**src/rtl/mdec_pkg.sv**
```systemverilog
package mdec_pkg;

    // Receive state of the decoder
    typedef enum logic [1:0] {
        S_IDLE = 2'd0,
        S_ACQ  = 2'd1,
        S_LOCK = 2'd2,
        S_TAIL = 2'd3
    } mdec_state_e;

endpackage

```
**src/rtl/mdec_squelch.sv**
```systemverilog
// Input selection and run-length qualifier: the level only follows the
// selected input after MIN_RUN identical consecutive samples.
module mdec_squelch #(
    parameter int MIN_RUN = 2
) (
    input  logic clk,
    input  logic rst_n,
    input  logic line_rx,
    input  logic loop_rx,
    input  logic loop_en,
    output logic level
);

    localparam int HW = MIN_RUN - 1;

    logic          raw;
    logic [HW-1:0] hist;
    logic          agree;

    assign raw   = loop_en ? loop_rx : line_rx;
    assign agree = (hist == {HW{raw}});

    generate
        if (HW == 1) begin : g_single
            always_ff @(posedge clk) begin
                if (!rst_n) hist <= '0;
                else        hist <= raw;
            end
        end else begin : g_shift
            always_ff @(posedge clk) begin
                if (!rst_n) hist <= '0;
                else        hist <= {hist[HW-2:0], raw};
            end
        end
    endgenerate

    always_ff @(posedge clk) begin
        if (!rst_n)     level <= 1'b0;
        else if (agree) level <= raw;
    end

endmodule

```
**src/rtl/mdec_edge.sv**
```systemverilog
// Flags a change of the qualified level since the previous sample.
module mdec_edge (
    input  logic clk,
    input  logic rst_n,
    input  logic level,
    output logic trans
);

    logic level_d;

    always_ff @(posedge clk) begin
        if (!rst_n) level_d <= 1'b0;
        else        level_d <= level;
    end

    assign trans = level ^ level_d;

endmodule

```
**src/rtl/mdec_rx.sv**
```systemverilog
module mdec_rx
    import mdec_pkg::*;
#(
    parameter int OVS       = 8,
    parameter int JIT       = 1,
    parameter int MIN_RUN   = 2,
    parameter int LOCK_BITS = 6,
    parameter int TAIL_BITS = 5
) (
    input  logic clk,
    input  logic rst_n,
    input  logic line_rx,
    input  logic loop_rx,
    input  logic loop_en,
    output logic carrier,
    output logic rx_clk,
    output logic rx_data
);

    localparam int MID_LO = OVS - JIT;
    localparam int MID_HI = OVS + JIT;
    localparam int HALF   = OVS / 2;
    localparam int CNT_W  = $clog2(MID_HI + 1);
    localparam int NM_W   = $clog2(LOCK_BITS + 1);
    localparam int TL_W   = $clog2(TAIL_BITS + 1);

    localparam logic [CNT_W-1:0] C_ONE  = CNT_W'(1);
    localparam logic [CNT_W-1:0] C_LO   = CNT_W'(MID_LO);
    localparam logic [CNT_W-1:0] C_HI   = CNT_W'(MID_HI);
    localparam logic [CNT_W-1:0] C_OVS  = CNT_W'(OVS);
    localparam logic [CNT_W-1:0] C_HALF = CNT_W'(HALF);
    localparam logic [NM_W-1:0]  N_LAST = NM_W'(LOCK_BITS - 1);
    localparam logic [TL_W-1:0]  T_LAST = TL_W'(TAIL_BITS - 1);

    mdec_state_e       state, state_nx;
    logic              level, trans;
    logic [CNT_W-1:0]  cnt;
    logic [NM_W-1:0]   nmid;
    logic [TL_W-1:0]   tcnt;
    logic              have_bit;
    logic              mid_hit, timeout, wrap;

    mdec_squelch #(.MIN_RUN(MIN_RUN)) u_sq (
        .clk     (clk),
        .rst_n   (rst_n),
        .line_rx (line_rx),
        .loop_rx (loop_rx),
        .loop_en (loop_en),
        .level   (level)
    );

    mdec_edge u_edge (
        .clk   (clk),
        .rst_n (rst_n),
        .level (level),
        .trans (trans)
    );

    // Window decisions on the samples-since-last-mid-edge count
    assign mid_hit = trans && (cnt >= C_LO);
    assign timeout = !mid_hit && (cnt >= C_HI);
    assign wrap    = (cnt == C_OVS);

    // State register
    always_ff @(posedge clk) begin
        if (!rst_n) state <= S_IDLE;
        else        state <= state_nx;
    end

    // Transitions
    always_comb begin
        state_nx = state;
        unique case (state)
            S_IDLE: if (trans) state_nx = S_ACQ;
            S_ACQ: begin
                if (mid_hit && nmid == N_LAST) state_nx = S_LOCK;
                else if (timeout)              state_nx = S_IDLE;
            end
            S_LOCK: if (timeout) state_nx = S_TAIL;
            S_TAIL: if (wrap && tcnt == T_LAST) state_nx = S_IDLE;
            default: state_nx = S_IDLE;
        endcase
    end

    // Cell timing and outputs
    always_ff @(posedge clk) begin
        if (!rst_n) begin
            cnt      <= '0;
            nmid     <= '0;
            tcnt     <= '0;
            have_bit <= 1'b0;
            rx_data  <= 1'b0;
            rx_clk   <= 1'b0;
        end else begin
            rx_clk <= (((state == S_LOCK) && have_bit) || (state == S_TAIL))
                      && (cnt >= C_ONE) && (cnt <= C_HALF);
            unique case (state)
                S_IDLE: begin
                    cnt      <= trans ? C_ONE : '0;
                    nmid     <= NM_W'(1);
                    tcnt     <= '0;
                    have_bit <= 1'b0;
                end
                S_ACQ: begin
                    if (mid_hit) begin
                        cnt  <= C_ONE;
                        nmid <= nmid + NM_W'(1);
                    end else if (timeout) begin
                        cnt <= C_ONE;
                    end else begin
                        cnt <= cnt + C_ONE;
                    end
                end
                S_LOCK: begin
                    if (mid_hit) begin
                        cnt      <= C_ONE;
                        rx_data  <= level;
                        have_bit <= 1'b1;
                    end else if (timeout) begin
                        cnt <= C_ONE;
                    end else begin
                        cnt <= cnt + C_ONE;
                    end
                end
                S_TAIL: begin
                    have_bit <= 1'b0;
                    if (wrap) begin
                        cnt  <= C_ONE;
                        tcnt <= tcnt + TL_W'(1);
                    end else begin
                        cnt <= cnt + C_ONE;
                    end
                end
                default: cnt <= '0;
            endcase
        end
    end

    assign carrier = (state == S_ACQ) || (state == S_LOCK);

endmodule

```
**config.mk**
```make
export PLATFORM = sky130hd
export DESIGN_NAME = mdec_rx
export DESIGN_NICKNAME = d
export VERILOG_FILES = /design/src/rtl/mdec_pkg.sv /design/src/rtl/mdec_squelch.sv /design/src/rtl/mdec_edge.sv /design/src/rtl/mdec_rx.sv
export SDC_FILE = /design/constraint.sdc
export NUM_CORES = 1
export LEC_CHECK = 0
export BUFFER_PORTS_ARGS = -buffer_cell sky130_fd_sc_hd__clkbuf_2
export CAP_MARGIN = 20
export CORE_MARGIN = 3
export CORE_UTILIZATION = 52
export DETAILED_ROUTE_END_ITERATION = 7
export GPL_TIMING_DRIVEN = 0
export PLACE_DENSITY = 0.73
export RECOVER_POWER = 50
export SLEW_MARGIN = 15
export SYNTH_ARGS = -nofsm -noshare
export SYNTH_HDL_FRONTEND = slang
export SYNTH_SLANG_ARGS = --single-unit
```
**constraint.sdc**
```tcl
create_clock -name clk -period 1.56 [get_ports clk]
set_input_delay 0.156 -clock clk [delete_from_list [all_inputs] [get_ports clk]]
set_output_delay 0.156 -clock clk [all_outputs]
set_load 0.01 [all_outputs]
```
# Word-level counts from Yosys, hierarchy flattened
# Cells that the tools add are included.
word_totals:
  inputBits: 5
  romBits: 0
  mem_count: 0
  latch_bits: 0
  ramBits: 0
  ff_bits: 18
  word_cells: 71
  out_inout_bits: 3
op_classes:
  bitwise_logic: 1
  order_cmp: 4
  eq_ne: 14
  addsub: 3
  multipliers: 0
  shift: 0
  div_mod_pow: 0
  n_reduce_logical: 21
  muxes: 18
ops:
  columns: ["cell", "count"]
  rows:
  - ["$mux 4", 3]
  - ["$ne 2x2->1 const B", 6]
  - ["$pmux 3 s2", 2]
  - ["$pmux 4 s3", 1]
  - ["$mux 2", 5]
  - ["$pmux 2 s4", 1]
  - ["$reduce_and 2->1", 4]
  - ["$logic_and 1x1->1", 7]
  - ["$add 3x1->3 const B", 2]
  - ["$eq 3x3->1 const B", 2]
  - ["$mux 3", 2]
  - ["$reduce_bool 2->1", 3]
  - ["$add 4x1->4 const B", 1]
  - ["$eq 2x2->1 const B", 2]
  - ["$eq 4x4->1 const B", 1]
  - ["$ge 4x1->1 const B", 1]
  - ["$ge 4x3->1 const B", 1]
  - ["$ge 4x4->1 const B", 1]
  - ["$le 4x3->1 const B", 1]
  - ["$reduce_and 4->1", 1]
  - ["$reduce_or 2->1", 2]
  - ["$mux 1", 3]
  - ["$ne 3x3->1 const B", 1]
  - ["$eq 2x1->1 const B", 1]
  - ["6 further kinds", 7]

# Longest topological paths before layout
# Gate-level depths: netlist of run 1.
depth:
  word_depth: 7
  depth_mapped: 7
  mapped_depth_nobuf: 7

# Hierarchy
# A second synthesis of run 1 with hierarchy kept.
unflattened:
  hier_cells: 125
  area_unflattened_um2: 1142.3
by_module_without_submodules:
  columns: ["mod", "instances", "area_per_inst_um2", "cells_each"]
  rows:
  - ["mdec_rx", 1, 1024.7, 115]
  - ["mdec_squelch", 1, 81.3, 7]
  - ["mdec_edge", 1, 36.3, 3]

# Worst setup path after synthesis of run 1
# OpenSTA, ideal clock, no wires.
synth_path:
  path_kind: "reg2reg"
  startpoint: "reg cnt[1]"
  endpoint: "reg cnt[2]"
  arrival_ns: 1.487
  stages_incl_launch_ff: 8
  slack_ns: 0.009
  cell_sequence: "dfxtp_1 inv_1 ha_1 or3b_4 nand2_1 nand3_1 a211o_1 nor2_1"
synth_via:
  elab_chain_len: 7
  elab_cells_between_ends: 11
  cone_classes: "add/sub: 1; order compare: 2; eq/ne: 1; mux: 4; reduce/logical: 3"
synth_rtl:
  columns: ["item", "line", "rtl"]
  rows:
  - ["start, declared", "mdec_rx.sv:37", "logic [CNT_W-1:0] cnt;"]
  - ["start signal, assigned", "mdec_rx.sv:99", "cnt <= trans ? C_ONE : '0;"]
  - ["start signal, assigned", "mdec_rx.sv:111", "cnt <= cnt + C_ONE;"]
  - ["start signal, assigned", "mdec_rx.sv:122", "cnt <= cnt + C_ONE;"]
  - ["$ge 4x3->1", "mdec_rx.sv:60", "assign mid_hit = trans && (cnt >= C_LO);"]
  - ["$logic_and 1x1->1", "mdec_rx.sv:60", null]
  - ["$logic_not 1->1", "mdec_rx.sv:61", "assign timeout = !mid_hit && (cnt >= C_HI);"]
  - ["$logic_and 1x1->1", "mdec_rx.sv:61", null]
  - ["$mux 4", "mdec_rx.sv:108, mdec_rx.sv:119", null]
  - ["$mux 4", "mdec_rx.sv:105", "if (mid_hit) begin"]
  - ["$pmux 4 s3 (*)", "mdec_rx.sv:97", "unique case (state)"]
# Mark *: on every way between the ends. The rest lies on a longest branch, timed or not.
# A chain may end at the register's enable or synchronous reset.

# Worst setup path after layout of run 1
layout_path:
  startpoint: "reg cnt[0]"
  endpoint: "reg nmid[0]"
layout_via:
  elab_chain_len: 4
layout_rtl:
  columns: ["item", "line", "rtl"]
  rows:
  - ["$ge 4x3->1", "mdec_rx.sv:60", null]
  - ["$logic_and 1x1->1", "mdec_rx.sv:60", null]
  - ["$ne 2x2->1 (no source line)", null, null]
  - ["$reduce_and 2->1 (no source line)", null, null]
  - ["end signal, assigned", "mdec_rx.sv:107", "nmid <= nmid + NM_W'(1);"]
  - ["end, declared", "mdec_rx.sv:38", "logic [NM_W-1:0] nmid;"]
# Every way passes these cells.

==> results.cfg, run 1 <==
[cts]
cts_tree = done
clock_sink_count = 18
clock_latency_ns = 0.29
cts_setup_buffers = 0
htree_levels = 1
ctsHoldBuffers = 0
cts_root_buf = clkbuf_4
numCtsBuffers = 3
clkTransAtPathRegs_ns = 0.11
clockBufferDepth = 2

[layout]
utilization_pct = 64.3
areaGrowthSynthToFinish_pct = 12.9
stdcell_count = 154
final_cell_mix = 15 x dfxtp_1, 11 x nor2_1, 10 x nand2_1
nets = 147
antenna_cells = 0
fillers = 170
drive_above_1_share_pct = 18.6
finalInstanceArea_sq_um = 1160
final_common_cell = dfxtp_1

[die]
die_y_um = 50.4
start_util_pct = 56.9
coreArea_sq_um = 1800
ioPinCount = 8
die-width_um = 50.4
die-area_sq_um = 2540
rows = 15

[yosys]
yosysWarnings = 0
ys_ff_latch = 18
syn_avg_cell_area_sq_um = 8.62
ys_types = 32
yosysTopAreaCell = dfxtp_1
synth_fp_nets = 136
ys_seq_area_share_pct = 35.1
syn_inst = 119
syn_area_sq_um = 1030
ys_top_cells_by_area = dfxtp_1 35%, ha_1 15%, nand2_1 4.0%
synth_top_area_share_pct = 35.1

[power_and_ir_drop]
total_power_mw = 1.10
power_leakage_nw = 0.436
ir_worst_vdd_uv = 775
p_per_area_nw_per_um2 = 949

[timing]
rsz0062_at_grt = true
timing.fmax_mhz = 620
drv_slew = 0
finalSetupTns_ns = -0.167
finalSetupViolCount = 6
skew_ns = 0.00491
relSlewSlack_pct = 66.7
layout_setup_ws_ns = -0.0530
final_hold_viol_count = 0
fin_crit_sh_pct = 103
tightest_slew_ns = 0.497
post-route-min-period_ns = 1.61

[hold_path]
holdCritPathClass = in -> reg
holdPathStages = 3

[global_routing]
grt_util_met3_pct = 5.34
grt_pass1_wl_um = 3230
grt_pass1_vias = 753
grt_max_degree = 11
busiest_layer = met2
grtUsageMet1_pct = 20.5
overflow = 0
track_usage_pct = 16.5
antenna_found_initial = 0
met2_usage_pct = 28.7

[setup_path]
required_ns = 1.75
endpoint_kind = flop
start_kind = flop
ff2ff_path_depth = 6
critPathKind = reg -> reg
arrival_ns = 1.81
cp_max_fo = 5

[placed_design]
gp_congestion = 0.747
io_buffers = 7
dp_hpwl_um = 1450
post-place-cells = 151
placed_cell_area_sq_um = 1090

[routing]
avgRoutedWirePerCell_um = 13.3
post_drt_via_cell_ratio = 5.58
drt_wl_total_um = 2050
vias = 859
drt_iter0_drc = 17
dr.pass1.iters = 4
drc = 0
ant_nets = 0

[job]
drv_cap = 0

[outcome]
violations = setup timing
status = finished, violations left
-- worst paths after layout --
path	from	slack (ns)	endpoint
max	cnt[0]	-0.05	nmid[0]
min	line_rx	0.17	u_sq.hist
max reg2reg	cnt[0]	-0.05	nmid[0]
min reg2reg	have_bit	0.48	have_bit
-- timing repair --
action,CTS,global route
pin swaps,5,1
cloned,0,0
endpoints found under the setup margin,7,11
gates resized for setup,6,9
-- worst max-delay path, stage by stage (launching register included) --
cell	delay [ns]
dfxtp_4	0.40
ha_1	0.21
a21oi_2	0.08
or2_4	0.28
a21oi_2	0.16
nor2_1	0.07
a311oi_1	0.31
-- flip-flops by register name, indices dropped and copies added, names as in the netlist, named ones only --
name / count
u_edge.level_d: 1
rx_clk: 1
cnt: 4
state: 1
nmid: 3
u_sq.hist: 1
u_sq.level: 1
tcnt: 3
rx_data: 1
have_bit: 1
-- cell usage after synthesis --
cell	number
a211o_1	1
a21boi_0	3
a21o_2	1
a21oi_1	8
a311oi_1	2
a31oi_1	3
a32oi_1	1
and2_2	1
and3_1	2
clkbuf_1	3
dfxtp_1	18
ha_1	12
inv_1	10
mux2i_1	3
nand2_1	11
nand2b_1	1
nand3_1	5
nand3b_1	2
nand4_1	1
nand4b_1	1
nor2_1	11
nor2b_1	4
nor3b_1	2
o21a_1	1
o21ai_0	4
o221ai_2	1
o22a_1	1
o311a_1	1
or2_4	1
or3b_4	1
xnor2_1	2
xor2_1	1
-- routing by layer --
metal	wire length, um	vias to the layer above	part of all wire [%]
li1	-	433	-
met1	886	402	43
met2	1060	22	52
met3	87	2	4.3
met4	13	0	0.64
met5	0	-	0
-- report_power, final --
group,switching [mW],internal (mW),total (mW)
logic,0.157,0.133,0.290
clock network,0.150,0.142,0.293
registers,0.0298,0.486,0.516
-- kinds of logic (layout without fill, tap and decap cells) --
kind of cell,after synthesis,in the layout,synth area share (%)
multiplexers,3,3,2.93
AO/OA/AOI/OAI,27,27,18.2
adder cells (fa/ha/maj),12,12,14.6
AND/OR/NAND/NOR,43,43,21.8
XOR/XNOR,3,3,2.56
flip-flops,18,18,35.1
buffers and inverters,13,23,4.76
-- metrics by stage --
step	worst slack (ns)	hold slack (ns)
2_1_floorplan	0.00850	0.317
6_report	-0.0530	0.169
3_3_place_gp	-0.0780	0.453
5_1_grt	-0.128	0.180
4_1_cts	-0.0496	0.156
3_5_place_dp	-0.140	0.468
-- area by class of cell --
cell class                      count  area [sq um]  share of cell area, %
Buffer                              2          7.51                  0.648
Clock buffer                        4          36.3                   3.13
Inverter                           10          40.0                   3.46
Multi-Input combinational cell     88           646                   55.7
Sequential cell                    18           367                   31.6
Tap cell                           25          31.3                   2.70
Timing Repair Buffer                7          31.3                   2.70
No activity file was read; power rests on OpenSTA's default activity.
==> inputs of run 2 (changes only) <==
--- a/config.mk
+++ b/config.mk
@@ -8,10 +8,10 @@
 export BUFFER_PORTS_ARGS = -buffer_cell sky130_fd_sc_hd__clkbuf_2
 export CAP_MARGIN = 20
 export CORE_MARGIN = 3
-export CORE_UTILIZATION = 52
+export CORE_UTILIZATION = 62
 export DETAILED_ROUTE_END_ITERATION = 7
 export GPL_TIMING_DRIVEN = 0
-export PLACE_DENSITY = 0.73
+export PLACE_DENSITY = 0.82
 export RECOVER_POWER = 50
 export SLEW_MARGIN = 15
 export SYNTH_ARGS = -nofsm -noshare
==> constraint.sdc (replaced) <==
create_clock -name clk -period 2 [get_ports clk]
set_input_delay 0.2 -clock clk [delete_from_list [all_inputs] [get_ports clk]]
set_output_delay 0.2 -clock clk [all_outputs]
set_load 0.01 [all_outputs]
==> results.cfg, run 2 (synthesis gave the netlist of run 1 again) <==
[layout]
drive_above_1_share_pct = 8.53
nets = 148
final_common_cell = dfxtp_1
largest_reg_flops = 4
areaGrowthSynthToFinish_pct = 6.95
final_cell_mix = 18 x dfxtp_1, 12 x ha_1, 11 x nor2_1, 11 x nand2_1, 10 x inv_1
finalInstanceArea_sq_um = 1100
antenna_cells = 0
top_regs = cnt (4), nmid (3), tcnt (3)
stdcell_count = 145
regMostFlops = cnt
utilization_pct = 72.0

[global_routing]
grt_util_met3_pct = 3.52
overflow = 0
met2_usage_pct = 37.6
grt_pass1_wl_um = 3220
grt_max_degree = 11
busiest_layer = met2
track_usage_pct = 20.4
grt_pass1_vias = 784
grtUsageMet1_pct = 24.1
antenna_found_initial = 0

[setup_path]
critPathKind = reg -> reg
start_kind = flop
cp_max_fo = 5
required_ns = 2.24
endpoint_kind = flop
arrival_ns = 1.95

[die]
die-area_sq_um = 2180
coreArea_sq_um = 1520
start_util_pct = 67.3
die-width_um = 46.7
rows = 14
die_y_um = 46.7
ioPinCount = 8

[power_and_ir_drop]
p_sw_mw = 0.248
power_leakage_nw = 0.429
clockPowerShare_pct = 23.5
p_int_mw = 0.528
p_seq_share_pct = 51.2
ir_worst_vdd_uv = 436
sw_frac_of_total_pct = 31.9
total_power_mw = 0.776
combPwrFrac_pct = 25.3
p_per_area_nw_per_um2 = 707

[cts]
clock_latency_ns = 0.29
post_cts_resized = 0
cts_root_buf = clkbuf_4
cts_setup_buffers = 0
numCtsBuffers = 3
clock_sink_count = 18
ctsHoldBuffers = 0
htree_levels = 1
clkTransAtPathRegs_ns = 0.11
cts_tree = done
clockBufferDepth = 2

[timing]
relSlewSlack_pct = 69.0
timing.fmax_mhz = 586
finalSetupViolCount = 0
post-route-min-period_ns = 1.71
fin_crit_sh_pct = 85.3
drv_slew = 0
rsz0062_at_grt = false
skew_ns = 0.00820
final_hold_viol_count = 0
finalSetupTns_ns = 0
tightest_slew_ns = 0.463

[routing]
drt_iter0_drc = 23
ant_nets = 0
drc = 0
drt_wl_total_um = 1890
post_drt_via_cell_ratio = 5.92
dr.pass1.iters = 4
vias = 858
avgRoutedWirePerCell_um = 13.0

[hold_path]
holdCritPathClass = in -> reg

[placed_design]
placed_cell_area_sq_um = 1080
io_buffers = 7
post-place-cells = 142
dp_hpwl_um = 1480
gp_congestion = 0.842

[job]
drv_cap = 0

[outcome]
status = completed
## run 2: final timing paths
| path | from | endpoint | slack (ns) | cells after the start |
|---|---|---|---|---|
| setup reg to reg | cnt[0] | cnt[2] | 0.29 | 7 |
| setup / recovery | cnt[0] | cnt[2] | 0.29 | 7 |
| hold reg to reg | have_bit | have_bit | 0.50 | 2 |
| hold / removal | rst_n | nmid[2] | 0.21 | 2 |
## run 2: per-layer routing
layer / vias to the layer above / share of wire (%)
met5: - / 0
met4: 0 / 1.3
met3: 4 / 3.3
met2: 14 / 51
met1: 407 / 44
li1: 433 / -
## run 2: final cells by class
class                      count  area, sq um
inverter                      10         37.5
sequential                    18          360
fill                         124          427
clock buffer                   3         22.5
buffer                         3         11.3
tap                           16         20.0
multi-input combinational     88          614
timing repair buffer           7         31.3
## run 2: per-stage QoR
stage | hold slack [ns] | setup WS (ns)
after floorplan | 0.361 | 0.449
after global placement | 0.452 | 0.379
after detailed placement | 0.493 | 0.336
after CTS | 0.203 | 0.312
after global routing | 0.232 | 0.159
final | 0.210 | 0.293
## run 2: power groups by stage
stage	logic, mW	registers [mW]	clock network, mW
after CTS	0.204	0.397	0.178
after global placement	0.193	0.403	0
after floorplan	0.158	0.400	0
after detailed placement	0.203	0.405	0
final	0.196	0.397	0.182
after global routing	0.228	0.401	0.199
## run 2: critical path: stages (launching register included)
cell and delay (ns):
dfxtp_1 0.37, inv_1 0.12, ha_1 0.15, or3b_1 0.39, nand2_1 0.10, nand3_1 0.07
a211o_1 0.34, nor2_1 0.10
==> inputs of run 3 (changes only) <==
--- a/config.mk
+++ b/config.mk
@@ -11,7 +11,7 @@
 export CORE_UTILIZATION = 62
 export DETAILED_ROUTE_END_ITERATION = 7
 export GPL_TIMING_DRIVEN = 0
-export PLACE_DENSITY = 0.82
+export PLACE_DENSITY_LB_ADDON = 0.05
 export RECOVER_POWER = 50
 export SLEW_MARGIN = 15
 export SYNTH_ARGS = -nofsm -noshare
==> results.cfg, run 3 (synthesis gave the netlist of run 1 again) <==
[die]
rows = 14
die-area_sq_um = 2180
start_util_pct = 67.3
die_y_um = 46.7
ioPinCount = 8
coreArea_sq_um = 1520
die-width_um = 46.7

[setup_path]
arrival_ns = 1.95
critPathTopFamily = simple AND/OR/NAND/NOR gates
start_kind = flop
critPathKind = reg -> reg
required_ns = 2.23
endpoint_kind = flop
cpMaxStageDelayCell = or3b_1
cp_cell_sequence = inv_1 -> ha_1 -> or3b_1 -> nand2_1 -> nand3_1 -> a211o_1 -> nor2_1
cp_max_fo = 5
slowest_delay_ns = 0.39
critical_path_buf_inv_count = 1
ff2ff_setup_slack_ns = 0.28

[layout]
regMostFlops = cnt
final_common_cell = dfxtp_1
final_cell_mix = 18 x dfxtp_1, 12 x ha_1, 11 x nor2_1, 11 x nand2_1, 10 x inv_1
antenna_cells = 0
areaGrowthSynthToFinish_pct = 8.29
drive_above_1_share_pct = 9.23
fillers = 137
nets = 148
top_regs = cnt (4), nmid (3), tcnt (3)
utilization_pct = 72.9
largest_reg_flops = 4

[cts]
htree_levels = 1
clock_sink_count = 18
numCtsBuffers = 3
ctsHoldBuffers = 0
clock_latency_ns = 0.30
clockBufferDepth = 2
cts_setup_buffers = 0
post_cts_resized = 0
cts_root_buf = clkbuf_4
cts_tree = done
clkTransAtPathRegs_ns = 0.11

[timing]
finalSetupViolCount = 0
relSlewSlack_pct = 70.2
post-route-min-period_ns = 1.72
timing.fmax_mhz = 580
finalSetupTns_ns = 0
final_hold_viol_count = 0
drv_slew = 0
skew_ns = 0.0129
tightest_slew_ns = 0.445
rsz0062_at_grt = false
fin_crit_sh_pct = 86.2

[global_routing]
track_usage_pct = 21.0
overflow = 0
grt_max_degree = 11
grt_pass1_vias = 812
grt_pass1_wl_um = 3310
antenna_found_initial = 0

[routing]
avgRoutedWirePerCell_um = 13.1
drc = 0
drt_iter0_drc = 10
ant_nets = 0
vias = 847
post_drt_via_cell_ratio = 5.80
drt_wl_total_um = 1910
dr.pass1.iters = 4

[outcome]
status = completed

[placed_design]
io_buffers = 7
gp_congestion = 0.810
dp_hpwl_um = 1440

[power_and_ir_drop]
p_per_area_nw_per_um2 = 734
ir_worst_vdd_uv = 466
power_leakage_nw = 0.436
total_power_mw = 0.815

[hold_path]
holdCritPathClass = in -> reg

[job]
drv_cap = 0
run 3: cell count changes in the layout (fill, tap and decap cells not counted):
cell / delta
clkbuf_8: +1
run 3: final timing paths:
check | from | to | cells after the start
worst max-delay path | cnt[0] | cnt[2] | 7
worst min-delay path | rst_n | nmid[2] | 2
worst max register to register | cnt[0] | cnt[2] | 7
worst min register to register | have_bit | have_bit | 2
run 3: area by class of cell:
type | count | area, sq um | share of cell area (%)
Inverter | 10 | 37.5 | 3.38
Clock buffer | 4 | 36.3 | 3.27
Tap cell | 16 | 20.0 | 1.80
Buffer | 3 | 11.3 | 1.01
Sequential cell | 18 | 360 | 32.4
Timing Repair Buffer | 7 | 31.3 | 2.82
Multi-Input combinational cell | 88 | 614 | 55.3
run 3: per-layer routing:
layer | track usage [%] | up-vias | share of wire, %
met2 | 36.5 | 8 | 50
met1 | 25.2 | 400 | 45
met4 | 5.52 | 0 | 1.7
li1 | - | 435 | -
met5 | 0 | - | 0
met3 | 5.86 | 4 | 2.6
run 3: worst reg2reg max path, cell delays in order, from the launching register on:
cell,delay [ns]
dfxtp_1,0.37
inv_1,0.12
ha_1,0.14
or3b_1,0.39
nand2_1,0.11
nand3_1,0.08
a211o_1,0.34
nor2_1,0.11
run 3: where the power goes:
group / switching (mW) / internal, mW / leakage [nW]
clock: 0.112 / 0.111 / 0.0210
sequential: 0.0210 / 0.376 / 0.146
combinational: 0.113 / 0.0819 / 0.269
total: 0.246 / 0.569 / 0.436
run 3: through the flow:
step / instance area (sq um) / instances / hold slack (ns) / setup slack [ns]
after CTS: 1120 / 146 / 0.186 / 0.296
after detailed placement: 1080 / 142 / 0.468 / 0.323
final: 1110 / 146 / 0.202 / 0.276
after global routing: 1110 / 146 / 0.199 / 0.130
after floorplan: 1030 / 119 / 0.361 / 0.449
after global placement: 1080 / 142 / 0.452 / 0.377
